## src/rtl/sdcmd_pkg.sv

```systemverilog
// Shared types for the SDRAM command tracker.
// Assumes: operation codes are visible at the top ports as 4-bit values.
package sdcmd_pkg;

    typedef enum logic [3:0] {
        OP_NOP  = 4'd0,
        OP_ACT  = 4'd1,
        OP_RD   = 4'd2,
        OP_WR   = 4'd3,
        OP_BST  = 4'd4,
        OP_PRE  = 4'd5,
        OP_PREA = 4'd6,
        OP_AREF = 4'd7,
        OP_SREF = 4'd8,
        OP_LMR  = 4'd9
    } op_e;

    typedef enum logic [1:0] {
        BK_IDLE    = 2'd0,
        BK_OPEN    = 2'd1,
        BK_CLOSING = 2'd2
    } bank_e;

endpackage

```

## src/rtl/sdcmd_decode.sv

```systemverilog
// Purely combinational strobe decoder.
// Turns the sampled strobes, cke and the precharge-all address bit into one
// operation code. Assumes the strobes are already synchronous to clk.
module sdcmd_decode
    import sdcmd_pkg::*;
(
    input  logic cs_n,
    input  logic ras_n,
    input  logic cas_n,
    input  logic we_n,
    input  logic cke,
    input  logic all_bit,
    output op_e  op
);

    // Map the strobe pattern to an operation.
    always_comb begin
        op = OP_NOP;
        if (!cs_n) begin
            case ({ras_n, cas_n, we_n})
                3'b011:  op = OP_ACT;
                3'b101:  op = OP_RD;
                3'b100:  op = OP_WR;
                3'b110:  op = OP_BST;
                3'b010:  op = all_bit ? OP_PREA : OP_PRE;
                3'b001:  op = cke ? OP_AREF : OP_SREF;
                3'b000:  op = OP_LMR;
                default: op = OP_NOP;
            endcase
        end
    end

endmodule

```

## src/rtl/sdcmd_bank.sv

```systemverilog
// State of one bank: idle, open with a row, or closing.
// Closing lasts until an ACTIVE sampled T_RP edges after the precharge
// edge can be accepted. Assumes the caller only raises act when the bank
// is idle; a precharge request is ignored unless the bank is open.
module sdcmd_bank
    import sdcmd_pkg::*;
#(
    parameter int ROW_W = 13,
    parameter int T_RP  = 3,
    localparam int CNT_W = $clog2(T_RP + 1)
)(
    input  logic             clk,
    input  logic             rst_n,
    input  logic             act,
    input  logic             pre,
    input  logic [ROW_W-1:0] row,
    output bank_e            state,
    output logic [ROW_W-1:0] open_row
);

    localparam logic [CNT_W-1:0] RP_LOAD = CNT_W'(T_RP - 1);

    logic [CNT_W-1:0] rp_cnt;

    // Advance the bank state and the precharge delay counter.
    always_ff @(posedge clk) begin
        if (!rst_n) begin
            state    <= BK_IDLE;
            rp_cnt   <= '0;
            open_row <= '0;
        end else begin
            case (state)
                BK_IDLE: begin
                    if (act) begin
                        state    <= BK_OPEN;
                        open_row <= row;
                    end
                end
                BK_OPEN: begin
                    if (pre) begin
                        state  <= BK_CLOSING;
                        rp_cnt <= RP_LOAD;
                    end
                end
                BK_CLOSING: begin
                    if (rp_cnt <= CNT_W'(1)) begin
                        state <= BK_IDLE;
                    end else begin
                        rp_cnt <= rp_cnt - CNT_W'(1);
                    end
                end
                default: state <= BK_IDLE;
            endcase
        end
    end

endmodule

```

## src/rtl/sdcmd_burst.sv

```systemverilog
// Tracks the one read or write burst that is in flight.
// Each burst lasts BURST_LEN/2 clocks. A new legal read or write replaces
// the current one. A terminate clears it. When an auto-precharge burst
// runs out, ap_fire pulses (combinationally) for the bank it belongs to.
module sdcmd_burst #(
    parameter int BURST_LEN = 4,
    parameter int BA_W      = 2,
    localparam int BEATS    = (BURST_LEN / 2 < 1) ? 1 : BURST_LEN / 2,
    localparam int CNT_W    = $clog2(BEATS + 1)
)(
    input  logic            clk,
    input  logic            rst_n,
    input  logic            start,
    input  logic            start_rd,
    input  logic            start_ap,
    input  logic [BA_W-1:0] start_bank,
    input  logic            stop,
    output logic            running,
    output logic            run_rd,
    output logic            run_ap,
    output logic            ap_fire,
    output logic [BA_W-1:0] ap_bank
);

    logic [CNT_W-1:0] cnt;

    // Load, clear or count down the burst.
    always_ff @(posedge clk) begin
        if (!rst_n) begin
            cnt     <= '0;
            run_rd  <= 1'b0;
            run_ap  <= 1'b0;
            ap_bank <= '0;
        end else if (start) begin
            cnt     <= CNT_W'(BEATS);
            run_rd  <= start_rd;
            run_ap  <= start_ap;
            ap_bank <= start_bank;
        end else if (stop) begin
            cnt <= '0;
        end else if (cnt != '0) begin
            cnt <= cnt - CNT_W'(1);
        end
    end

    // Burst status and the end-of-burst auto-precharge pulse.
    always_comb begin
        running = (cnt != '0);
        ap_fire = (cnt == CNT_W'(1)) && run_ap && !stop;
    end

endmodule

```

## src/rtl/sdram_cmd_tracker.sv

```systemverilog
// Device-side SDRAM command decoder with per-bank state tracking.
// Decodes the strobes each rising edge and checks the command against the
// bank and burst state. It updates the banks, and registers one report of
// the operation plus an illegal pulse. Assumes a single rank, and that
// inputs are already synchronous to clk.
module sdram_cmd_tracker
    import sdcmd_pkg::*;
#(
    parameter int NUM_BANKS = 4,
    parameter int ADDR_W    = 13,
    parameter int COL_W     = 9,
    parameter int AP_BIT    = 10,
    parameter int BURST_LEN = 4,
    parameter int T_RP      = 3,
    localparam int BA_W     = $clog2(NUM_BANKS)
)(
    input  logic                        clk,
    input  logic                        rst_n,
    input  logic                        cke,
    input  logic                        cs_n,
    input  logic                        ras_n,
    input  logic                        cas_n,
    input  logic                        we_n,
    input  logic [BA_W-1:0]             ba,
    input  logic [ADDR_W-1:0]           addr,
    output logic [3:0]                  op_code,
    output logic [BA_W-1:0]             op_bank,
    output logic [ADDR_W-1:0]           op_addr,
    output logic                        op_ap,
    output logic                        illegal,
    output logic [NUM_BANKS-1:0]        bank_open,
    output logic [NUM_BANKS*ADDR_W-1:0] open_rows,
    output logic                        [ADDR_W-1:0] mode_reg,
    output logic [ADDR_W-1:0]           ext_mode_reg
);

    op_e              op;
    bank_e            st [NUM_BANKS];
    bank_e            cur_st;
    logic             legal;
    logic             burst_run, burst_rd, burst_ap, ap_fire;
    logic [BA_W-1:0]  ap_bank;
    logic             start_burst, stop_burst;
    logic             is_ext_sel;
    logic [ADDR_W-1:0] addr_n;
    logic             has_bank;

    sdcmd_decode u_dec (
        .cs_n    (cs_n),
        .ras_n   (ras_n),
        .cas_n   (cas_n),
        .we_n    (we_n),
        .cke     (cke),
        .all_bit (addr[AP_BIT]),
        .op      (op)
    );

    assign cur_st     = st[ba];
    assign is_ext_sel = (ba == BA_W'(1));

    // Decide whether the sampled command is allowed in the present state.
    always_comb begin
        case (op)
            OP_ACT:          legal = cke && (cur_st == BK_IDLE);
            OP_RD, OP_WR:    legal = cke && (cur_st == BK_OPEN) && !(burst_run && burst_ap);
            OP_BST:          legal = cke && burst_run && burst_rd && !burst_ap;
            OP_PRE, OP_PREA: legal = cke;
            OP_LMR:          legal = cke && ((ba == '0) || is_ext_sel);
            default:         legal = 1'b1;
        endcase
    end

    assign start_burst = legal && ((op == OP_RD) || (op == OP_WR));
    assign stop_burst  = legal && (op == OP_BST);

    sdcmd_burst #(
        .BURST_LEN (BURST_LEN),
        .BA_W      (BA_W)
    ) u_burst (
        .clk        (clk),
        .rst_n      (rst_n),
        .start      (start_burst),
        .start_rd   (op == OP_RD),
        .start_ap   (addr[AP_BIT]),
        .start_bank (ba),
        .stop       (stop_burst),
        .running    (burst_run),
        .run_rd     (burst_rd),
        .run_ap     (burst_ap),
        .ap_fire    (ap_fire),
        .ap_bank    (ap_bank)
    );

    generate
        for (genvar b = 0; b < NUM_BANKS; b++) begin : g_bank
            logic act_b, pre_b;
            logic [ADDR_W-1:0] row_b;

            assign act_b = legal && (op == OP_ACT) && (ba == BA_W'(b));
            assign pre_b = (legal && (op == OP_PRE) && (ba == BA_W'(b)))
                         || (legal && (op == OP_PREA))
                         || (ap_fire && (ap_bank == BA_W'(b)));

            sdcmd_bank #(
                .ROW_W (ADDR_W),
                .T_RP  (T_RP)
            ) u_bank (
                .clk      (clk),
                .rst_n    (rst_n),
                .act      (act_b),
                .pre      (pre_b),
                .row      (addr),
                .state    (st[b]),
                .open_row (row_b)
            );

            assign bank_open[b]                   = (st[b] == BK_OPEN);
            assign open_rows[b*ADDR_W +: ADDR_W]  = row_b;
        end
    endgenerate

    // Select what the address field of the report carries.
    always_comb begin
        addr_n   = '0;
        has_bank = 1'b0;
        case (op)
            OP_ACT, OP_LMR: begin
                addr_n   = addr;
                has_bank = 1'b1;
            end
            OP_RD, OP_WR: begin
                addr_n   = ADDR_W'(addr[COL_W-1:0]);
                has_bank = 1'b1;
            end
            OP_PRE: has_bank = 1'b1;
            default: ;
        endcase
    end

    // Register the operation report and the illegal pulse.
    always_ff @(posedge clk) begin
        if (!rst_n) begin
            op_code <= '0;
            op_bank <= '0;
            op_addr <= '0;
            op_ap   <= 1'b0;
            illegal <= 1'b0;
        end else begin
            op_code <= op;
            op_bank <= has_bank ? ba : '0;
            op_addr <= addr_n;
            op_ap   <= ((op == OP_RD) || (op == OP_WR)) && addr[AP_BIT];
            illegal <= !legal;
        end
    end

    // Capture mode-register loads.
    always_ff @(posedge clk) begin
        if (!rst_n) begin
            mode_reg     <= '0;
            ext_mode_reg <= '0;
        end else if (legal && (op == OP_LMR)) begin
            if (is_ext_sel) ext_mode_reg <= addr;
            else            mode_reg     <= addr;
        end
    end

endmodule

```

## config.mk

```make
export PLATFORM = sky130hd
export DESIGN_NAME = sdram_cmd_tracker
export DESIGN_NICKNAME = d
export VERILOG_FILES = /design/src/rtl/sdcmd_pkg.sv /design/src/rtl/sdcmd_decode.sv /design/src/rtl/sdcmd_bank.sv /design/src/rtl/sdcmd_burst.sv /design/src/rtl/sdram_cmd_tracker.sv
export SDC_FILE = /design/constraint.sdc
export NUM_CORES = 1
export LEC_CHECK = 0
export BUFFER_PORTS_ARGS = -buffer_cell sky130_fd_sc_hd__buf_2
export CAP_MARGIN = 20
export CELL_PAD_IN_SITES_DETAIL_PLACEMENT = 2
export CELL_PAD_IN_SITES_GLOBAL_PLACEMENT = 2
export CORE_ASPECT_RATIO = 1.25
export CORE_UTILIZATION = 30
export DETAILED_ROUTE_END_ITERATION = 7
export GPL_ROUTABILITY_DRIVEN = 0
export PLACE_DENSITY_LB_ADDON = 0.3
export REMOVE_ABC_BUFFERS = 1
export SKIP_LAST_GASP = 1
export SLEW_MARGIN = 0
export SYNTH_ARGS = -nofsm -noshare
export SYNTH_HDL_FRONTEND = slang
export SYNTH_SLANG_ARGS = --single-unit
```

## constraint.sdc

```tcl
create_clock -name clk -period 2 [get_ports clk]
set_input_delay 0.2 -clock clk [delete_from_list [all_inputs] [get_ports clk]]
set_output_delay 0.2 -clock clk [all_outputs]
set_load 0.02 [all_outputs]
```

==> results.toml, run 1 <==
[finish]
largest_register_ff_count = 52
largest_register = "g_bank.u_bank.open_row"
num-fill-cells = 1884
area_growth_syn_to_layout_pct = 39.2
num_antenna_cells = 0
post_route_cells_drive_above_1_share_pct = 38.2
layout.nets = 756

[sta]
fin_setup_tns_ns = -4.58
fin_ws_ns = -0.174
setup_violating_endpoint_count_in_the_final_report = 59
worst_slew_pin_slew_ns = 0.516
timing.slew.headroom_pct = 65.6
timing.final.crit_share_pct = 109
timing.clock.skew_ns = 0.0103
period_needed_ns = 2.17
hold_viol_final = 0
maxSlewViolCount = 0
grt_setup_unrepaired = "true"
fmax_mhz = 460
hold_ws_ns = 0.0880

[worst_setup_path]
worst-setup-path-type = "flip-flop to flip-flop"
timing.critical_path.cells = "and4bb_1 -> nor4_4 -> buf_4 -> nor2_4 -> o21a_4 -> and2_4 -> o211a_4 -> mux2i_4"
critical-path-max-stage-delay_ns = 0.39
regToRegStartpoint = "g_bank[1].u_bank.state[0]"
setup.worst_path.start_class = "flip-flop"
critPathRequiredTime_ns = 2.30
worstSetupEndpointType = "flip-flop"
cp-startpoint = "g_bank[1].u_bank.state[0]"
crit_slowest_cell = "nor4_4"
critical_path_peak_fanout = 7
signal_arrival_time_at_the_worst_endpoint_ns = 2.47

[power]
power-per-cell-area_nw_per_um2 = 864
ir_drop_mv = 0.580
leakagePower_nw = 3.46

[placement]
numPortBuffers = 124
dpl.hpwl_microns = 12900

[synthesis]
ys_types = 59
synth.yosys.warnings = 0
post-synth-top-count-cell = "dfxtp_1"
netlist_top_cells_count = "dfxtp_1 (121), nand2_1 (76), nor2b_1 (58)"
syn-mean-instance-area_sq_um = 9.80
ys_ff_latch = 121
synth.largest_area_cell = "dfxtp_1"
synth-async-reset-ratio_pct = 0
ys_top_cells_by_area = "dfxtp_1 (45%), mux2i_1 (11%), nor2b_1 (6.8%)"
synth_cells = 544
synth.yosys.seq_area_share_pct = 45.4
synth_enable_flop_cells = 0
synth_area_sq_um = 5330
synth_top_area_share_pct = 45.4
synth_ff_type = "dfxtp_1"

[routing]
route.detailed.drc = 0
postRouteWirelength_microns = 19400
detail_route.vias_per_cell = 4.94
vias = 4730
detail_route.iter0.violations = 166
final_antenna_net_count = 0
routed_wire_length_per_instance_microns = 20.3
firstDrtPassIters = 4

[cts]
htreeDepth = 4
tritoncts.num_buffers = 17
cts_buffer_depth = 2
worst_setup_hold_path_clk_slew_ns = 0.06
holdBufCountCts = 0
clock_latency_ns = 0.43
clkSinkCount = 121
clock_tree_from_tritoncts = "built"
clock_tree_root = "clkbuf_16"

[global_routing]
grt_first_pass_wirelength_microns = 29500
grt_antenna_before_repair = 1
grt_remaining_overflow = 0
first_global_vias = 5282
pin_count_of_the_biggest_net_entering_global_routing = 60
global_route.usage.total_pct = 21.7

[die]
num_rows = 54
chipWidth_microns = 121
die-height_microns = 151
design.die.area_sq_um = 18300
initial_utilization_pct = 30.6
core-area_sq_um = 17400
floorplan.io_pins = 125

[hold_path]
min_path_type = "input pin to flip-flop"
worst_hold_startpoint = "addr[5]"

[flow_run]
cap_violations = 0

[outcome]
status = "finished, violations left"
violated_checks = "setup timing"
critical path: cells and delay by family (launching register included):
kind / cells / cell delay [ns]
AOI/OAI and AO/OA: 2 / 0.49
buffers and inverters: 1 / 0.20
DFF: 1 / 0.35
muxes: 1 / 0.19
and+or+nand+nor: 4 / 0.82
worst paths after layout:
path / to / slack [ns] / cells past startpoint
max: g_bank[1].u_bank.state[0] / -0.17 / 8
min: op_addr[5] / 0.09 / 2
max reg2reg: g_bank[1].u_bank.state[0] / -0.17 / 8
min reg2reg: g_bank[2].u_bank.open_row[1] / 0.46 / 2
layout make-up:
type                            count  area [sq um]  share of cell area, %
Timing Repair Buffer              186          1230                   16.6
Inverter                           17          63.8                  0.860
Sequential cell                   121          2430                   32.8
Clock buffer                       17           425                   5.73
Clock inverter                     14           164                   2.21
Multi-Input combinational cell    378          2820                   38.0
Tap cell                          224           280                   3.78
layer usage:
layer / routed length [microns] / GRT usage [%] / vias to the layer above
li1: - / - / 2207
met1: 7660 / 23.2 / 2367
met2: 10300 / 39.7 / 123
met3: 988 / 6.44 / 31
met4: 515 / 8.58 / 2
met5: 13 / 0 / -
cell usage in the layout, fill, tap and decap left out, types with 7 or more instances in the layout:
cell / count
a21boi_0: 12
a21boi_1: 14
a21oi_1: 7
and2_1: 18
buf_12: 7
buf_2: 124
buf_4: 47
clkbuf_16: 18
dfxtp_1: 114
ha_1: 13
inv_1: 17
mux2i_1: 50
nand2_1: 76
nand3_1: 7
nand3_2: 7
nor2_1: 17
nor2b_1: 58
o21ai_0: 14
metrics by stage:
step / total power [mW] / utilization, % / worst slack [ns] / cell area, sq um / instances
4_1_cts: 6.38 / 41.4 / -0.142 / 7220 / 949
5_1_grt: 6.64 / 42.6 / -0.217 / 7420 / 957
2_1_floorplan: 2.90 / - / -0.141 / 5100 / 515
3_3_place_gp: 3.17 / 37.1 / -0.105 / 6460 / 912
3_5_place_dp: 3.21 / 37.1 / -0.194 / 6460 / 912
6_report: 6.41 / 42.6 / -0.174 / 7420 / 957
power breakdown:
part | total (mW) | switching (mW) | internal, mW
Sequential | 2.50 | 0.0388 | 2.46
Clock | 3.12 | 1.26 | 1.86
Combinational | 0.795 | 0.458 | 0.337
kinds of logic (layout without fill, tap and decap cells):
logic type | Yosys count | after routing | share of synthesized area [%]
DFF | 121 | 121 | 45.4
and+or+nand+nor | 226 | 227 | 24.8
AOI/OAI and AO/OA | 81 | 81 | 10.5
muxes | 56 | 56 | 10.5
buffers and inverters | 46 | 234 | 5.47
adders and majority gates | 13 | 13 | 3.05
xor gates and xnor gates | 1 | 1 | 0.164
timing repair:
action | in CTS | in global routing
endpoints found under the setup margin | 91 | 91
pin swaps | 14 | 17
setup buffers | 5 | 8
gates cloned | 2 | 1
gates resized for setup | 36 | 46
No activity file was read; power rests on OpenSTA's default activity.
==> run 2: changes to the inputs <==
--- a/config.mk
+++ b/config.mk
@@ -5,12 +5,14 @@
 export SDC_FILE = /design/constraint.sdc
 export NUM_CORES = 1
 export LEC_CHECK = 0
+export ABC_AREA = 1
 export BUFFER_PORTS_ARGS = -buffer_cell sky130_fd_sc_hd__buf_2
 export CAP_MARGIN = 20
 export CELL_PAD_IN_SITES_DETAIL_PLACEMENT = 2
 export CELL_PAD_IN_SITES_GLOBAL_PLACEMENT = 2
 export CORE_ASPECT_RATIO = 1.25
-export CORE_UTILIZATION = 30
+export CORE_UTILIZATION = 28
+export CTS_BUF_LIST = sky130_fd_sc_hd__clkbuf_8
 export DETAILED_ROUTE_END_ITERATION = 7
 export GPL_ROUTABILITY_DRIVEN = 0
 export PLACE_DENSITY_LB_ADDON = 0.3
==> results.toml, run 2 <==
[outcome]
status = "finished, violations left"
violated_checks = "DRC, setup timing"

[die]
num_rows = 56
design.die.area_sq_um = 19600
chipWidth_microns = 125
die-height_microns = 156
core-area_sq_um = 18700
initial_utilization_pct = 28.4
floorplan.io_pins = 125

[routing]
routed_wire_length_per_instance_microns = 22.0
vias = 5614
detailroute.wirelength.met2_microns = 13600
detail_route.iter0.violations = 283
firstDrtPassIters = 7
final_antenna_net_count = 0
detailroute.wirelength.met3_microns = 1030
wl_met1_microns = 9160
dr.max_layer_used = "met4"
detail_route.vias_per_cell = 5.02
postRouteWirelength_microns = 24500
route.detailed.drc = 14

[worst_setup_path]
worst-setup-path-type = "flip-flop to flip-flop"
cp-endpoint = "ext_mode_reg[7]"
signal_arrival_time_at_the_worst_endpoint_ns = 2.54
cp-startpoint = "g_bank[0].u_bank.state[0]"
r2r.worst_path.cells = 16
critPathRequiredTime_ns = 2.37
worst_r2r_endpoint = "ext_mode_reg[7]"
r2r_slack_ns = -0.16
regToRegStartpoint = "g_bank[0].u_bank.state[0]"
worstSetupEndpointType = "flip-flop"
critical_path_peak_fanout = 7
setup.worst_path.start_class = "flip-flop"

[synthesis]
synth-async-reset-ratio_pct = 0
syn-mean-instance-area_sq_um = 7.79
synth_top_area_share_pct = 45.5
ys_top_cells_by_area = "dfxtp_1 (46%), inv_1 (7.1%), a21oi_1 (7.1%)"
ys_ff_latch = 121
ys_types = 37
synth_enable_flop_cells = 0
netlist_top_cells_count = "dfxtp_1 (121), inv_1 (101), nand2_1 (92)"
post-synth-top-count-cell = "dfxtp_1"
synth.largest_area_cell = "dfxtp_1"
synth.yosys.warnings = 0
synth_ff_type = "dfxtp_1"
synth_cells = 683
synth.yosys.seq_area_share_pct = 45.5
synth_area_sq_um = 5320

[power]
clockPowerShare_pct = 38.3
power.sequential.fraction_pct = 36.1
p_comb_share_pct = 25.6
p_switching_mw = 2.43
switching_share_pct = 33.2
internal-power_mw = 4.89
ir_drop_mv = 0.442
power-per-cell-area_nw_per_um2 = 901
leakagePower_nw = 3.48

[cts]
clock_tree_from_tritoncts = "built"
cts_buffer_depth = 2
clock_latency_ns = 0.46
clock_tree_root = "clkbuf_8"
tritoncts.num_buffers = 17
clkSinkCount = 121
htreeDepth = 4
holdBufCountCts = 0
worst_setup_hold_path_clk_slew_ns = 0.09

[global_routing]
first_global_vias = 6034
grt_antenna_before_repair = 0
pin_count_of_the_biggest_net_entering_global_routing = 48
grt_first_pass_wirelength_microns = 33800
global_route.usage.total_pct = 22.7
grt_remaining_overflow = 0

[sta]
hold_ws_ns = 0.0575
period_needed_ns = 2.16
worst_slew_pin_slew_ns = 0.664
setup_violating_endpoint_count_in_the_final_report = 75
timing.final.crit_share_pct = 108
hold_viol_final = 0
fmax_mhz = 462
grt_setup_unrepaired = "true"
timing.slew.headroom_pct = 55.8
timing.clock.skew_ns = 0.0157
fin_setup_tns_ns = -4.19
fin_ws_ns = -0.163
maxSlewViolCount = 0

[finish]
layout.cells.most_common = "buf_2"
final_cell_count_no_fill = 1118
layout.nets = 908
post-route-util_pct = 43.4
finalInstanceArea_sq_um = 8130
area_growth_syn_to_layout_pct = 52.8
post_route_cells_drive_above_1_share_pct = 46.7
num_antenna_cells = 0
multi_input_area_sq_um = 3050
layout_common_cells = "buf_2 (124), dfxtp_1 (113), inv_1 (100), nand2_1 (67), nor2_1 (60)"
largest_register = "g_bank.u_bank.open_row"
largest_register_ff_count = 52
num-fill-cells = 2040
layout.area.seq_sq_um = 2430

[placement]
postPlaceCellArea_sq_um = 6560
dp_cells = 1063
numPortBuffers = 124
dpl.hpwl_microns = 13900

[flow_run]
cap_violations = 0

[hold_path]
min_path_type = "input pin to flip-flop"
## run 2: cell types whose count changed after synthesis, sizes merged, moves of 19 or more
| cell | change |
|---|---|
| a21oi | +88 |
| a21boi | -27 |
| nor2b | -58 |
| nand3 | +44 |
| and2 | -19 |
| inv | +90 |
| nand2 | +24 |
| nor2 | +58 |
| mux2i | -56 |
| o21ai | +27 |
## run 2: timing repair
item / CTS / global route
setup buffers: 8 / 10
endpoints found under the setup margin: 94 / 94
cloned: 5 / 3
endpoints found under the hold margin: 0 / 0
resized for setup: 60 / 150
pin swaps: 14 / 23
## run 2: final cells by class
cell class | instances | share of cell area (%)
clock buffers | 18 | 3.05
flip-flops and latches | 121 | 30.0
inverters | 107 | 5.13
repair buffers | 199 | 17.8
multi-input cells | 427 | 37.5
well taps | 232 | 3.57
clock inverters | 14 | 2.97
## run 2: kinds of logic after synthesis
kind of cell | synth area share, %
AND/OR/NAND/NOR | 24.4
AO/OA/AOI/OAI | 16.1
buffers and inverters | 11.0
flip-flops | 45.5
adder cells (fa/ha/maj) | 3.06
## run 2: routing by layer
layer / up-vias / track usage (%)
met3: 45 / 3.98
met2: 171 / 43.6
li1: 2586 / -
met5: - / 0
met4: 0 / 9.52
met1: 2812 / 24.2
## run 2: how the worst min path moves through the flow
stage / start / to / slack (ns) / cells after the start
after floorplan: addr[0] / op_addr[0] / 0.32 / 2
after global routing: addr[12] / g_bank[3].u_bank.open_row[12] / 0.05 / 3
after detailed placement: mode_reg[6] / mode_reg[6] / 0.44 / 2
final: addr[12] / g_bank[3].u_bank.open_row[12] / 0.06 / 3
after CTS: addr[1] / op_addr[1] / 0.03 / 3
after global placement: mode_reg[6] / mode_reg[6] / 0.43 / 2
## run 2: stage by stage
step	worst slack, ns	total power [mW]
6_report	-0.163	7.32
5_1_grt	-0.236	7.64
4_1_cts	-0.104	7.05
3_5_place_dp	-0.307	4.14
3_3_place_gp	-0.211	4.03
2_1_floorplan	-0.0210	3.54
## run 2: worst max-delay path, stage by stage, from the launching register on
cell and delay, ns:
dfxtp_4 0.37, nand2_2 0.07, nand2_2 0.06, nor2_4 0.14
a21oi_2 0.07, nor2_1 0.14, nand2_1 0.09, nand2_1 0.10
nand2_2 0.09, nand3_4 0.12, buf_6 0.12, nand2_4 0.04
clkinv_4 0.07, buf_4 0.12, buf_12 0.13, nand3_1 0.14
a21oi_2 0.22
## run 2: power groups by stage
| stage | Combinational, mW | Sequential, mW | Clock [mW] |
|---|---|---|---|
| finish | 1.88 | 2.64 | 2.80 |
| global route | 2.03 | 2.65 | 2.95 |
| CTS | 1.61 | 2.63 | 2.81 |
| detailed placement | 1.46 | 2.68 | 0 |
| global placement | 1.36 | 2.67 | 0 |
| floorplan | 0.804 | 2.73 | 0 |
==> run 3: changes to the inputs <==
--- a/config.mk
+++ b/config.mk
@@ -8,13 +8,12 @@
 export ABC_AREA = 1
 export BUFFER_PORTS_ARGS = -buffer_cell sky130_fd_sc_hd__buf_2
 export CAP_MARGIN = 20
-export CELL_PAD_IN_SITES_DETAIL_PLACEMENT = 2
-export CELL_PAD_IN_SITES_GLOBAL_PLACEMENT = 2
 export CORE_ASPECT_RATIO = 1.25
-export CORE_UTILIZATION = 28
+export CORE_UTILIZATION = 50
 export CTS_BUF_LIST = sky130_fd_sc_hd__clkbuf_8
 export DETAILED_ROUTE_END_ITERATION = 7
 export GPL_ROUTABILITY_DRIVEN = 0
+export HOLD_SLACK_MARGIN = 0.08
 export PLACE_DENSITY_LB_ADDON = 0.3
 export REMOVE_ABC_BUFFERS = 1
 export SKIP_LAST_GASP = 1
==> results.toml, run 3 (same netlist as run 2, synthesis figures left out) <==
[power]
switching_share_pct = 31.9
power-per-cell-area_nw_per_um2 = 857
p_comb_share_pct = 23.7
fin_total_pwr_mw = 6.27
p_switching_mw = 2.00
power.sequential.fraction_pct = 41.9
leakagePower_nw = 3.32
clockPowerShare_pct = 34.4
internal-power_mw = 4.27
ir_drop_mv = 0.498

[global_routing]
global_route.usage.total_pct = 26.2
grt_first_pass_wirelength_microns = 22800
grt_remaining_overflow = 0
grt_antenna_before_repair = 0
pin_count_of_the_biggest_net_entering_global_routing = 46
first_global_vias = 4965

[die]
die-height_microns = 117
floorplan.io_pins = 125
num_rows = 41
core-area_sq_um = 10200
initial_utilization_pct = 52.1
chipWidth_microns = 94.3
design.die.area_sq_um = 11100

[sta]
timing.slew.headroom_pct = 71.6
fin_ws_ns = -0.00785
fmax_mhz = 498
maxSlewViolCount = 0
timing.final.crit_share_pct = 100
worst_slew_pin_slew_ns = 0.426
grt_setup_unrepaired = "true"
timing.clock.skew_ns = 0.00742
period_needed_ns = 2.01
setup_violating_endpoint_count_in_the_final_report = 2
hold_viol_final = 0

[placement]
dpl.hpwl_microns = 10100
postPlaceCellArea_sq_um = 6410
numPortBuffers = 124

[cts]
clock_tree_root = "clkbuf_8"
clkSinkCount = 121
worst_setup_hold_path_clk_slew_ns = 0.07
clock_latency_ns = 0.43
clock_tree_from_tritoncts = "built"
tritoncts.num_buffers = 17
htreeDepth = 4
cts_buffer_depth = 2

[worst_setup_path]
r2r_slack_ns = -0.008
worst-setup-path-type = "flip-flop to flip-flop"
cp-endpoint = "g_bank[0].u_bank.open_row[9]"
regToRegStartpoint = "g_bank[3].u_bank.state[1]"
worstSetupEndpointType = "flip-flop"
critPathRequiredTime_ns = 2.33
signal_arrival_time_at_the_worst_endpoint_ns = 2.34
r2r.worst_path.cells = 15
cp-startpoint = "g_bank[3].u_bank.state[1]"
setup.worst_path.start_class = "flip-flop"
critical_path_peak_fanout = 8
worst_r2r_endpoint = "g_bank[0].u_bank.open_row[9]"

[finish]
finalInstanceArea_sq_um = 7320
layout.cells.most_common = "buf_2"
post_route_cells_drive_above_1_share_pct = 36.7
largest_register = "g_bank.u_bank.open_row"
post-route-util_pct = 71.7
num_antenna_cells = 0
num-fill-cells = 765
largest_register_ff_count = 52
layout.nets = 911
layout_common_cells = "buf_2 (124), dfxtp_1 (113), inv_1 (101), nand2_1 (84), a21oi_1 (70)"
area_growth_syn_to_layout_pct = 37.5

[hold_path]
min_path_type = "input pin to flip-flop"

[routing]
vias = 5406
firstDrtPassIters = 5
final_antenna_net_count = 0
detail_route.vias_per_cell = 5.31
route.detailed.drc = 0
detail_route.iter0.violations = 318
postRouteWirelength_microns = 15300
routed_wire_length_per_instance_microns = 15.0

[outcome]
status = "finished, violations left"
violated_checks = "setup timing"

[flow_run]
cap_violations = 0
==> run 3: how the worst min path moves through the flow <==
stage                 start                         end  slack (ns)  depth (start not counted)
2_1_floorplan       addr[0]                  op_addr[0]        0.32                          2
3_3_place_gp   mode_reg[12]                mode_reg[12]        0.43                          2
3_5_place_dp    mode_reg[9]                 mode_reg[9]        0.43                          2
4_1_cts               rst_n  g_bank[0].u_bank.rp_cnt[1]        0.11                          3
5_1_grt               rst_n  g_bank[0].u_bank.rp_cnt[1]        0.13                          3
6_report              rst_n  g_bank[0].u_bank.rp_cnt[1]        0.12                          3
==> run 3: timing repair <==
item	4_1_cts	5_1_grt
gates cloned	0	5
hold endpoints to repair	13	0
buffers inserted	0	13
setup endpoints to repair	1	94
resized for setup	1	69
pin swaps	0	13
hold buffers	12	0
==> run 3: power groups by stage <==
| stage | registers, mW | logic [mW] | clock network, mW |
|---|---|---|---|
| CTS | 2.63 | 1.34 | 2.18 |
| detailed placement | 2.68 | 1.31 | 0 |
| global placement | 2.68 | 1.24 | 0 |
| finish | 2.62 | 1.49 | 2.16 |
| global route | 2.64 | 1.66 | 2.29 |
| floorplan | 2.73 | 0.804 | 0 |
==> run 3: routing by layer <==
layer	global-route usage [%]	up-vias	share of wire, %
met5	0	-	0
li1	-	2594	-
met1	30.4	2503	38
met3	6.03	54	7.2
met2	45.0	255	52
met4	11.7	0	3.1
==> run 3: area by class of cell <==
type                    count  area [sq um]  area share (%)
flip-flops and latches    121          2430            33.3
clock buffers              18           248            3.39
clock inverters            14           149            2.03
inverters                 107           412            5.63
multi-input cells         427          2490            34.1
repair buffers            202          1420            19.4
well taps                 129           161            2.21
==> run 3: worst max-delay path, stage by stage, from the launching register on <==
cell and delay [ns]:
dfxtp_2 0.34, nand3_1 0.12, nand2_2 0.08, nor2_4 0.11, a21oi_2 0.06, nor2_1 0.11
nand2_1 0.06, nand2_1 0.07, nand2_2 0.10, nand3_4 0.13, nand2_4 0.08, inv_8 0.09
nand3_4 0.16, clkbuf_16 0.23, o21ai_4 0.14, a21oi_2 0.04
==> run 3: stage by stage <==
stage / instances / setup TNS [ns] / hold WS, ns / setup slack [ns]
floorplan: 654 / -0.241 / 0.319 / -0.0210
global placement: 956 / -4.70 / 0.432 / -0.0970
detailed placement: 956 / -16.46 / 0.435 / -0.249
CTS: 1000 / 0 / 0.111 / 0.000198
global route: 1018 / -5.64 / 0.130 / -0.145
finish: 1018 / -0.0119 / 0.116 / -0.00785
